==> src/rtl/vtg_core.sv <==
module vtg_core #(
  parameter int AW = 12,
  parameter logic [31:0] ID_VAL = 32'h5647_0001
) (
  input  logic          clk,
  input  logic          rst_n,
  input  logic          bus_wr,
  input  logic          bus_rd,
  input  logic [AW-1:0] bus_addr,
  input  logic [31:0]   bus_wdata,
  output logic [31:0]   bus_rdata,
  output logic          hsync,
  output logic          vsync,
  output logic          de,
  output logic [15:0]   px_x,
  output logic [15:0]   px_y,
  output logic          frame_start,
  output logic [31:0]   fb_base,
  output logic [31:0]   fb_pitch,
  output logic          pix_wide
);
  localparam logic [AW-1:0] A_CTRL = AW'('h000);
  localparam logic [AW-1:0] A_STAT = AW'('h004);
  localparam logic [AW-1:0] A_FMT  = AW'('h010);
  localparam logic [AW-1:0] A_HS   = AW'('h014);
  localparam logic [AW-1:0] A_VS   = AW'('h018);
  localparam logic [AW-1:0] A_BLK  = AW'('h01C);
  localparam logic [AW-1:0] A_BASE = AW'('h040);
  localparam logic [AW-1:0] A_PTCH = AW'('h050);
  localparam logic [AW-1:0] A_SSET = AW'('h084);
  localparam logic [AW-1:0] A_ID   = AW'('h3FC);

  logic [4:1]  ctrl_q;
  logic [31:0] r_fmt, r_hs, r_vs, r_blk, r_base, r_pitch;
  logic [31:0] sh_fmt, sh_hs, sh_vs, sh_blk;
  logic [15:0] xcnt, ycnt;
  logic        pend;

  wire en = ctrl_q[1];
  wire [15:0] h_last = sh_fmt[31:16];
  wire [15:0] v_last = sh_fmt[15:0];
  wire [15:0] hact = sh_fmt[31:16] - sh_blk[31:16];
  wire [15:0] vact = sh_fmt[15:0]  - sh_blk[15:0];
  wire [15:0] hs_a = hact + sh_hs[31:16] + 16'd1;
  wire [15:0] hs_b = hact + sh_hs[15:0]  + 16'd1;
  wire [15:0] vs_a = vact + sh_vs[31:16] + 16'd1;
  wire [15:0] vs_b = vact + sh_vs[15:0]  + 16'd1;
  wire line_end = xcnt == h_last;
  wire wrap = en && line_end && ycnt == v_last;

  wire hs_on = en && xcnt >= hs_a && xcnt < hs_b;
  wire vs_on = en && ycnt >= vs_a && ycnt < vs_b;

  assign hsync = hs_on ? ctrl_q[4] : ~ctrl_q[4];
  assign vsync = vs_on ? ctrl_q[3] : ~ctrl_q[3];
  assign de = en && xcnt < hact && ycnt < vact;
  assign px_x = en ? xcnt : 16'd0;
  assign px_y = en ? ycnt : 16'd0;
  assign frame_start = en && xcnt == 16'd0 && ycnt == 16'd0;
  assign pix_wide = ctrl_q[2];

  always_ff @(posedge clk) begin
    if (!rst_n) begin
      ctrl_q <= '0;
      r_fmt <= '0; r_hs <= '0; r_vs <= '0; r_blk <= '0;
      r_base <= '0; r_pitch <= '0;
    end else if (bus_wr) begin
      case (bus_addr)
        A_CTRL: ctrl_q  <= bus_wdata[4:1];
        A_FMT:  r_fmt   <= bus_wdata;
        A_HS:   r_hs    <= bus_wdata;
        A_VS:   r_vs    <= bus_wdata;
        A_BLK:  r_blk   <= bus_wdata;
        A_BASE: r_base  <= bus_wdata;
        A_PTCH: r_pitch <= bus_wdata;
        default: ;
      endcase
    end
  end

  always_ff @(posedge clk) begin
    if (!rst_n) begin
      sh_fmt <= '0; sh_hs <= '0; sh_vs <= '0; sh_blk <= '0;
    end else if (!en || wrap) begin
      sh_fmt <= r_fmt; sh_hs <= r_hs; sh_vs <= r_vs; sh_blk <= r_blk;
    end
  end

  always_ff @(posedge clk) begin
    if (!rst_n || !en) begin
      xcnt <= '0;
      ycnt <= '0;
    end else if (line_end) begin
      xcnt <= '0;
      ycnt <= (ycnt == v_last) ? 16'd0 : ycnt + 16'd1;
    end else begin
      xcnt <= xcnt + 16'd1;
    end
  end

  always_ff @(posedge clk) begin
    if (!rst_n) begin
      pend <= 1'b0;
      fb_base <= '0;
      fb_pitch <= '0;
    end else begin
      if (bus_wr && bus_addr == A_SSET && bus_wdata[0]) pend <= 1'b1;
      else if (frame_start) pend <= 1'b0;
      if (frame_start && pend) begin
        fb_base <= r_base;
        fb_pitch <= r_pitch;
      end
    end
  end

  always_ff @(posedge clk) begin
    if (!rst_n) bus_rdata <= '0;
    else if (bus_rd) begin
      case (bus_addr)
        A_CTRL:  bus_rdata <= {27'd0, ctrl_q, 1'b0};
        A_STAT:  bus_rdata <= {30'd0, en, 1'b0};
        A_FMT:   bus_rdata <= r_fmt;
        A_HS:    bus_rdata <= r_hs;
        A_VS:    bus_rdata <= r_vs;
        A_BLK:   bus_rdata <= r_blk;
        A_BASE:  bus_rdata <= r_base;
        A_PTCH:  bus_rdata <= r_pitch;
        A_ID:    bus_rdata <= ID_VAL;
        default: bus_rdata <= '0;
      endcase
    end
  end
endmodule

==> config.mk <==
export PLATFORM = sky130hd
export DESIGN_NAME = vtg_core
export DESIGN_NICKNAME = d
export VERILOG_FILES = /design/src/rtl/vtg_core.sv
export SDC_FILE = /design/constraint.sdc
export NUM_CORES = 1
export LEC_CHECK = 0
export BUFFER_PORTS_ARGS = -buffer_cell sky130_fd_sc_hd__buf_2
export CAP_MARGIN = 40
export CORE_MARGIN = 2
export CORE_UTILIZATION = 60
export CTS_CLUSTER_DIAMETER = 150
export DETAILED_ROUTE_END_ITERATION = 6
export PLACE_DENSITY = 0.82
export RECOVER_POWER = 100
export SLEW_MARGIN = 0
export SYNTH_ARGS = -nofsm -noshare
export SYNTH_HDL_FRONTEND = slang
export SYNTH_SLANG_ARGS = --single-unit
==> constraint.sdc <==
create_clock -name clk -period 6.7 [get_ports clk]
set_input_delay 0.67 -clock clk [delete_from_list [all_inputs] [get_ports clk]]
set_output_delay 0.67 -clock clk [all_outputs]
set_load 0.01 [all_outputs]
==> results.md, run 1 <==
- Estimated wirelength of the detail-placed design: 55300 µm
- Mapped Nets: 3314
- Tcrit/Tclk final: 96.5%
- Kind of critical path: register to output pin
- Row count: 74
- Largest net degree at the start of global routing: 329
- Outcome: finished with violations
- Final min period: 6.47 ns
- Pins Over Slew Limit: 321
- Top FF cell, synth: dfxtp_1
- CP startpoint kind: register
- Routed len/inst: 20.6 µm
- Core area: 41000 µm²
- CTS tree: built
- Clk Latency, worst-skew pair: 0.60 ns
- Post-Syn Area: 25100 µm²
- Largest family of logic cells by synthesized area: compound AO/OA/AOI/OAI gates
- Fin area: 27600 µm²
- Placed instance area: 26300 µm²
- Worst-Margin Slew: 2.91 ns
- Hold Vio Cnt, Final: 0
- WP data arrival: 5.80 ns
- Fin nets: 3394
- Initial DRC Count: 2349
- Die ar.: 43500 µm²
- Post-synth EDFFs: 0
- Post-synthesis cell type count: 83
- Layout cells sized above 1: 6.60%
- Top post-synthesis cells by area: dfxtp_1, nand2_1, ha_1
- H-tree levels: 2
- Bufs on Longest Clock Path: 3
- Synth Area in Compound Gates: 22.8%
- Post-synth top area cell: dfxtp_1
- Critical path required time: 6.03 ns
- Syn Inst Count: 3072
- Seq/Total Area, Yosys: 36.1%
- First-pass GRT wire length: 119000 µm
- Max Clock Skew: 0.0293 ns
- Seq cells post-synth: 453
- Remaining DRCs: 0
- Unrepaired setup endpoints after global routing: yes
- Pre-Repair DR Iteration Count: 6
- Antenna violations before repair: 3
- CTS root buf: clkbuf_16
- Clk sinks: 453
- Ys async rst share: 0%
- Top post-synthesis cells by count: nand2_1, dfxtp_1, a21boi_1
- Crit path capture type: output pin
- Cells after DPL: 3632
- Die W: 209 µm
- Starting Density: 61.2%
- Top cell type's share of synthesized area: 36.1%
- Max Cap Viol: 10
- Grt ovf: 0
- CTS buffer count: 45
- Synth Area in Adders: 9.85%
- Vias in the first global route: 21500
- XOR/XNOR Fraction of Synth Area: 5.13%
- Worst rel slew slack: -93.8%
- Syn Area/Cell: 8.17 µm²
- RePlAce Congestion: 1.03
- Non-filler instance count after layout: 3717
- Final setup fails: 0
- Vias/cell: 6.11
- Pwr dens: 197 nW/µm²
- Fmax achieved: 0.155 GHz
- Clk pin slew, worst setup/hold paths: 0.07 ns
- Final wirelength: 76500 µm
- Mux cell area share after synthesis: 1.45%
- Simple-gate portion of the synthesized area: 19.8%
- Ys Warns: 0
- I/O pin count: 181
- Final Util: 67.2%
- I/O Buffers: 180
- Worst Hold Class: primary input to register
- Most frequent cell after synthesis: nand2_1
- GR Util All Layers: 34.3%
- Post-route ant nets: 0
- Leak Pwr: 10.2 nW
- Area grow syn2layout: 9.81%
- Crit path max fanout: 6
- Vias: 22700
- VDD IR-drop max: 0.230 mV
- Die Y: 209 µm
- Failing checks: capacitance limit, slew limit
[sequential cells by signal (all words and copies together), names as in the netlist]
name,flops
ctrl_q,4
bus_rdata,32
r_vs,32
r_fmt,32
sh_blk,32
r_blk,32
xcnt,16
ycnt,16
sh_fmt,32
sh_vs,32
fb_pitch,32
pend,1
r_base,32
r_pitch,32
fb_base,32
r_hs,32
sh_hs,32
[final timing paths]
check	depth (start not counted)	slack, ns	start	endpoint
worst max-delay path	26	0.23	sh_fmt[16]	hsync
worst min register to register	2	0.45	bus_rdata[6]	bus_rdata[6]
worst min-delay path	3	0.38	bus_wdata[21]	r_vs[21]
worst max register to register	9	0.37	xcnt[3]	sh_vs[29]
[cells by family after synthesis]
logic type / Yosys count
AOI/OAI and AO/OA: 804
muxes: 36
and+or+nand+nor: 1159
buffers and inverters: 282
DFF: 453
adders and majority gates: 194
xor gates and xnor gates: 144
[critical path, stage by stage (launching register included)]
cell and delay (ns):
dfxtp_1 0.33, inv_1 0.06, ha_1 0.17, inv_1 0.06, fa_1 0.41, a21o_1 0.21, a21boi_2 0.21, o31a_1 0.23
a21oi_2 0.11, o21ai_1 0.13, nand2b_1 0.12, xor2_2 0.20, ha_2 0.35, a21o_1 0.19, a211oi_2 0.28, o2bb2ai_1 0.15
a21oi_1 0.07, xor2_1 0.16, xnor2_1 0.14, ha_1 0.31, nand4_1 0.13, nor2_2 0.17, o2111a_1 0.20, a21oi_1 0.10
a211oi_2 0.36, xnor2_1 0.19, buf_2 0.17
[layout by cell type (no fill, tap or decap), types with 20 or more instances in the layout]
cell and count:
a21boi_0 376, a21o_1 63, a21oi_1 89, a221oi_1 33
a22oi_1 21, and2_1 25, buf_2 58, buf_4 21
clkbuf_1 139, clkbuf_16 45, dfxtp_1 453, ha_1 187
inv_1 96, mux2i_1 34, nand2_1 851, nand2b_1 20
nand3_1 27, nand4_1 37, nor2_1 92, o21ai_0 68
o22ai_1 21, xnor2_1 86, xor2_1 52
[what timing repair did]
action / in CTS / in global routing
buffers inserted: 1 / 4
resized for setup: 5 / 22
hold buffers: 0 / 0
setup endpoints to repair: 2 / 2
pin swaps: 1 / 9
[power by group]
group          switching, W  leakage (nW)  internal (W)
Sequential      0.000000160          3.65       0.00269
Clock               0.00112         0.736       0.00147
Combinational     0.0000770          5.77     0.0000510
[routing by layer]
layer | vias to the layer above | track usage [%] | routed length, µm
li1 | 10600 | - | -
met1 | 10700 | 48.2 | 32700
met2 | 1212 | 53.1 | 33300
met3 | 157 | 6.94 | 8500
met4 | 0 | 10.5 | 2080
met5 | - | 0 | 0
[area by class of cell]
type / instances / area, µm²
multi-input cells: 2337 / 14900
inverters: 97 / 364
repair buffers: 218 / 1090
well taps: 532 / 666
diodes: 2 / 5.00
fillers: 3404 / 13500
clock inverters: 15 / 204
clock buffers: 63 / 1290
flip-flops and latches: 453 / 9070
[stage by stage]
step,setup WS (ns),setup TNS (ns),hold WS (ns),total power [W]
after floorplan,1.18,0,0.431,0.00283
after global placement,0.584,0,0.430,0.00288
after detailed placement,0.475,0,0.438,0.00288
after CTS,0.0398,0,0.344,0.00543
after global routing,-0.00963,-0.00963,0.386,0.00554
final,0.233,0,0.380,0.00542
(Power assumes the default switching activity.)
==> run 2: changes to the inputs <==
--- a/config.mk
+++ b/config.mk
@@ -6,4 +6,5 @@
 export NUM_CORES = 1
 export LEC_CHECK = 0
+export ABC_CLOCK_PERIOD_IN_PS = 6700
 export BUFFER_PORTS_ARGS = -buffer_cell sky130_fd_sc_hd__buf_2
 export CAP_MARGIN = 40
==> constraint.sdc (replaced) <==
create_clock -name clk -period 6.7 [get_ports clk]
set_input_delay 1.005 -clock clk [delete_from_list [all_inputs] [get_ports clk]]
set_output_delay 1.005 -clock clk [all_outputs]
set_load 0.01 [all_outputs]
==> run 2 against run 1 <==
Effect of this change:
- the flow still finishes with violations (capacitance limit, slew limit)
- first-iteration DRC count rose by 9.9%
- clock power is 2% higher
- via count is 1.1% higher
- die area did not move
- critical path depth increased by 1
- non-clock buffer count grew 15
- register-to-register slack better by 0.35 ns
- sequential power is essentially flat
- highest routed layer unchanged
==> results.md, run 2 (synthesis gave the netlist of run 1 again) <==
- Outcome: finished with violations (unchanged)
- Failing checks: capacitance limit, slew limit (unchanged)
- FF-to-FF Start: xcnt[7] (was xcnt[3])
- Hold WS: 0.452 ns (was 0.380 ns)
- Filler instances: 3396 (was 3404)
- Final min period: 6.67 ns (was 6.47 ns)
- GR Util All Layers: 34.8% (was 34.3%)
- CTS tree: built (unchanged)
- Bufs on Longest Clock Path: 3 (unchanged)
- Leak Pwr: 10.3 nW (was 10.2 nW)
- Pins Over Slew Limit: 267 (was 321)
- Area grow syn2layout: 11.0% (was 9.81%)
- R2R Setup Slk: 0.72 ns (was 0.37 ns)
- Fin nets: 3410 (was 3394)
- Hold Vio Cnt, Final: 0 (unchanged)
- Commonest non-fill, non-tap cell in the layout: nand2_1 (unchanged)
- Critical path required time: 5.69 ns (was 6.03 ns)
- Final setup fails: 0 (unchanged)
- Worst-Margin Slew: 2.41 ns (was 2.91 ns)
- RePlAce Congestion: 0.980 (was 1.03)
- CTS buffer count: 46 (was 45)
- Crit path max fanout: 4 (was 6)
- CP startpoint kind: register (unchanged)
- Vias in the first global route: 21600 (was 21500)
- Post-route ant nets: 0 (unchanged)
- Unrepaired setup endpoints after global routing: yes (unchanged)
- Pre-Repair DR Iteration Count: 5 (was 6)
- Max Cap Viol: 10 (unchanged)
- Max Clock Skew: 0.0211 ns (was 0.0293 ns)
- Row count: 74 (unchanged)
- First-pass GRT wire length: 121000 µm (was 119000 µm)
- Grt ovf: 0 (unchanged)
- Tcrit/Tclk final: 99.5% (was 96.5%)
- Critical path startpoint: sh_fmt[0] (was sh_fmt[16])
- Most frequent cells in the layout: nand2_1, dfxtp_1, a21boi_0, ha_1, clkbuf_1 (unchanged)
- Die W: 209 µm (unchanged)
- Fin area: 27900 µm² (was 27600 µm²)
- WP data arrival: 5.66 ns (was 5.80 ns)
- Worst Hold Class: register to register (was primary input to register)
- Largest net degree at the start of global routing: 233 (was 329)
- Initial DRC Count: 2581 (was 2349)
- Final Util: 67.9% (was 67.2%)
- Worst rel slew slack: -61.8% (was -93.8%)
- Vias/cell: 6.14 (was 6.11)
- Antenna violations before repair: 1 (was 3)
- H-tree levels: 2 (unchanged)
- I/O pin count: 181 (unchanged)
- Clk pin slew, worst setup/hold paths: 0.06 ns (was 0.07 ns)
- Remaining DRCs: 0 (unchanged)
- Die ar.: 43500 µm² (unchanged)
- Pwr dens: 196 nW/µm² (was 197 nW/µm²)
- Routed len/inst: 20.9 µm (was 20.6 µm)
- CTS root buf: clkbuf_16 (unchanged)
- Clk sinks: 453 (unchanged)
- VDD IR-drop max: 0.222 mV (was 0.230 mV)
- Placed instance area: 26200 µm² (was 26300 µm²)
- Starting Density: 61.2% (unchanged)
- Clk Latency, worst-skew pair: 0.59 ns (was 0.60 ns)
- Min-delay src: bus_rdata[5] (was bus_wdata[21])
- Layout cells sized above 1: 8.08% (was 6.60%)
- Core area: 41000 µm² (unchanged)
- Die Y: 209 µm (unchanged)
- Fmax achieved: 0.150 GHz (was 0.155 GHz)
- I/O Buffers: 180 (unchanged)
- Kind of critical path: register to output pin (unchanged)
- Setup TNS: 0 ns (unchanged)
- Power Total: 0.00547 W (was 0.00542 W)
- Crit path capture type: output pin (unchanged)
- Vias: 23000 (was 22700)
- Estimated wirelength of the detail-placed design: 55600 µm (was 55300 µm)
- Final wirelength: 78200 µm (was 76500 µm)
run 2: cell types whose count changed in the layout (fill, tap and decap cells not counted), sizes merged:
cell,previous run,this run
clkbuf,196,199
diode,2,1
clkinvlp,1,6
buf,85,101
clkinv,9,7
bufinv,3,2
inv,99,100
run 2: what timing repair did:
| action | CTS | global route |
|---|---|---|
| gates resized for setup | 17 | 58 |
| pin swaps | 6 | 54 |
| setup buffers | 4 | 17 |
| setup endpoints to repair | 2 | 2 |
| hold buffers | 0 | 0 |
run 2: critical path: stages (launching register included):
cell	delay [ns]
dfxtp_2	0.34
inv_2	0.07
ha_4	0.14
inv_2	0.04
fa_2	0.35
a21o_1	0.19
a21o_1	0.18
a21oi_2	0.20
o21ai_1	0.09
a21oi_2	0.22
buf_4	0.17
xnor2_4	0.13
ha_4	0.24
a21o_1	0.22
o2bb2ai_2	0.13
a211oi_2	0.26
o31ai_2	0.11
a21oi_1	0.21
xor2_1	0.19
ha_1	0.27
nand4_1	0.12
nor3_2	0.07
a2111oi_4	0.34
o21ai_1	0.14
a21oi_2	0.16
mux2i_1	0.20
and3b_1	0.18
buf_2	0.13
run 2: layer usage:
| metal | track usage (%) | wire, µm |
|---|---|---|
| met1 | 49.0 | 33700 |
| met2 | 53.9 | 34100 |
| met3 | 6.61 | 8130 |
| met4 | 10.7 | 2290 |
| met5 | 0 | 0 |
run 2: layout make-up:
type	count	area [µm²]	share of cell area (%)
Timing Repair Buffer	233	1160	4.17
Sequential cell	453	9070	32.6
Tap cell	532	666	2.39
Inverter	97	364	1.31
Clock inverter	18	181	0.651
Antenna cell	1	2.50	0.00898
Multi-Input combinational cell	2337	15000	54.0
Clock buffer	67	1370	4.92
run 2: metrics by stage:
| step | cells | setup slack [ns] |
|---|---|---|
| floorplan | 3072 | 0.848 |
| global placement | 3625 | 0.320 |
| detailed placement | 3631 | 0.198 |
| CTS | 3720 | 0.00379 |
| global route | 3738 | -0.305 |
| finish | 3738 | 0.0308 |
run 2: path summary, 6_finish.rpt:
path | cells past startpoint | end
worst min-delay path | 2 | bus_rdata[5]
worst max register to register | 8 | sh_vs[27]
worst max-delay path | 27 | vsync
worst min register to register | 2 | bus_rdata[5]
run 2: report_power, final:
group	switching [W]	internal [W]	total (W)
clock network	0.00114	0.00151	0.00265
registers	0.000000163	0.00269	0.00269
logic	0.0000785	0.0000507	0.000129
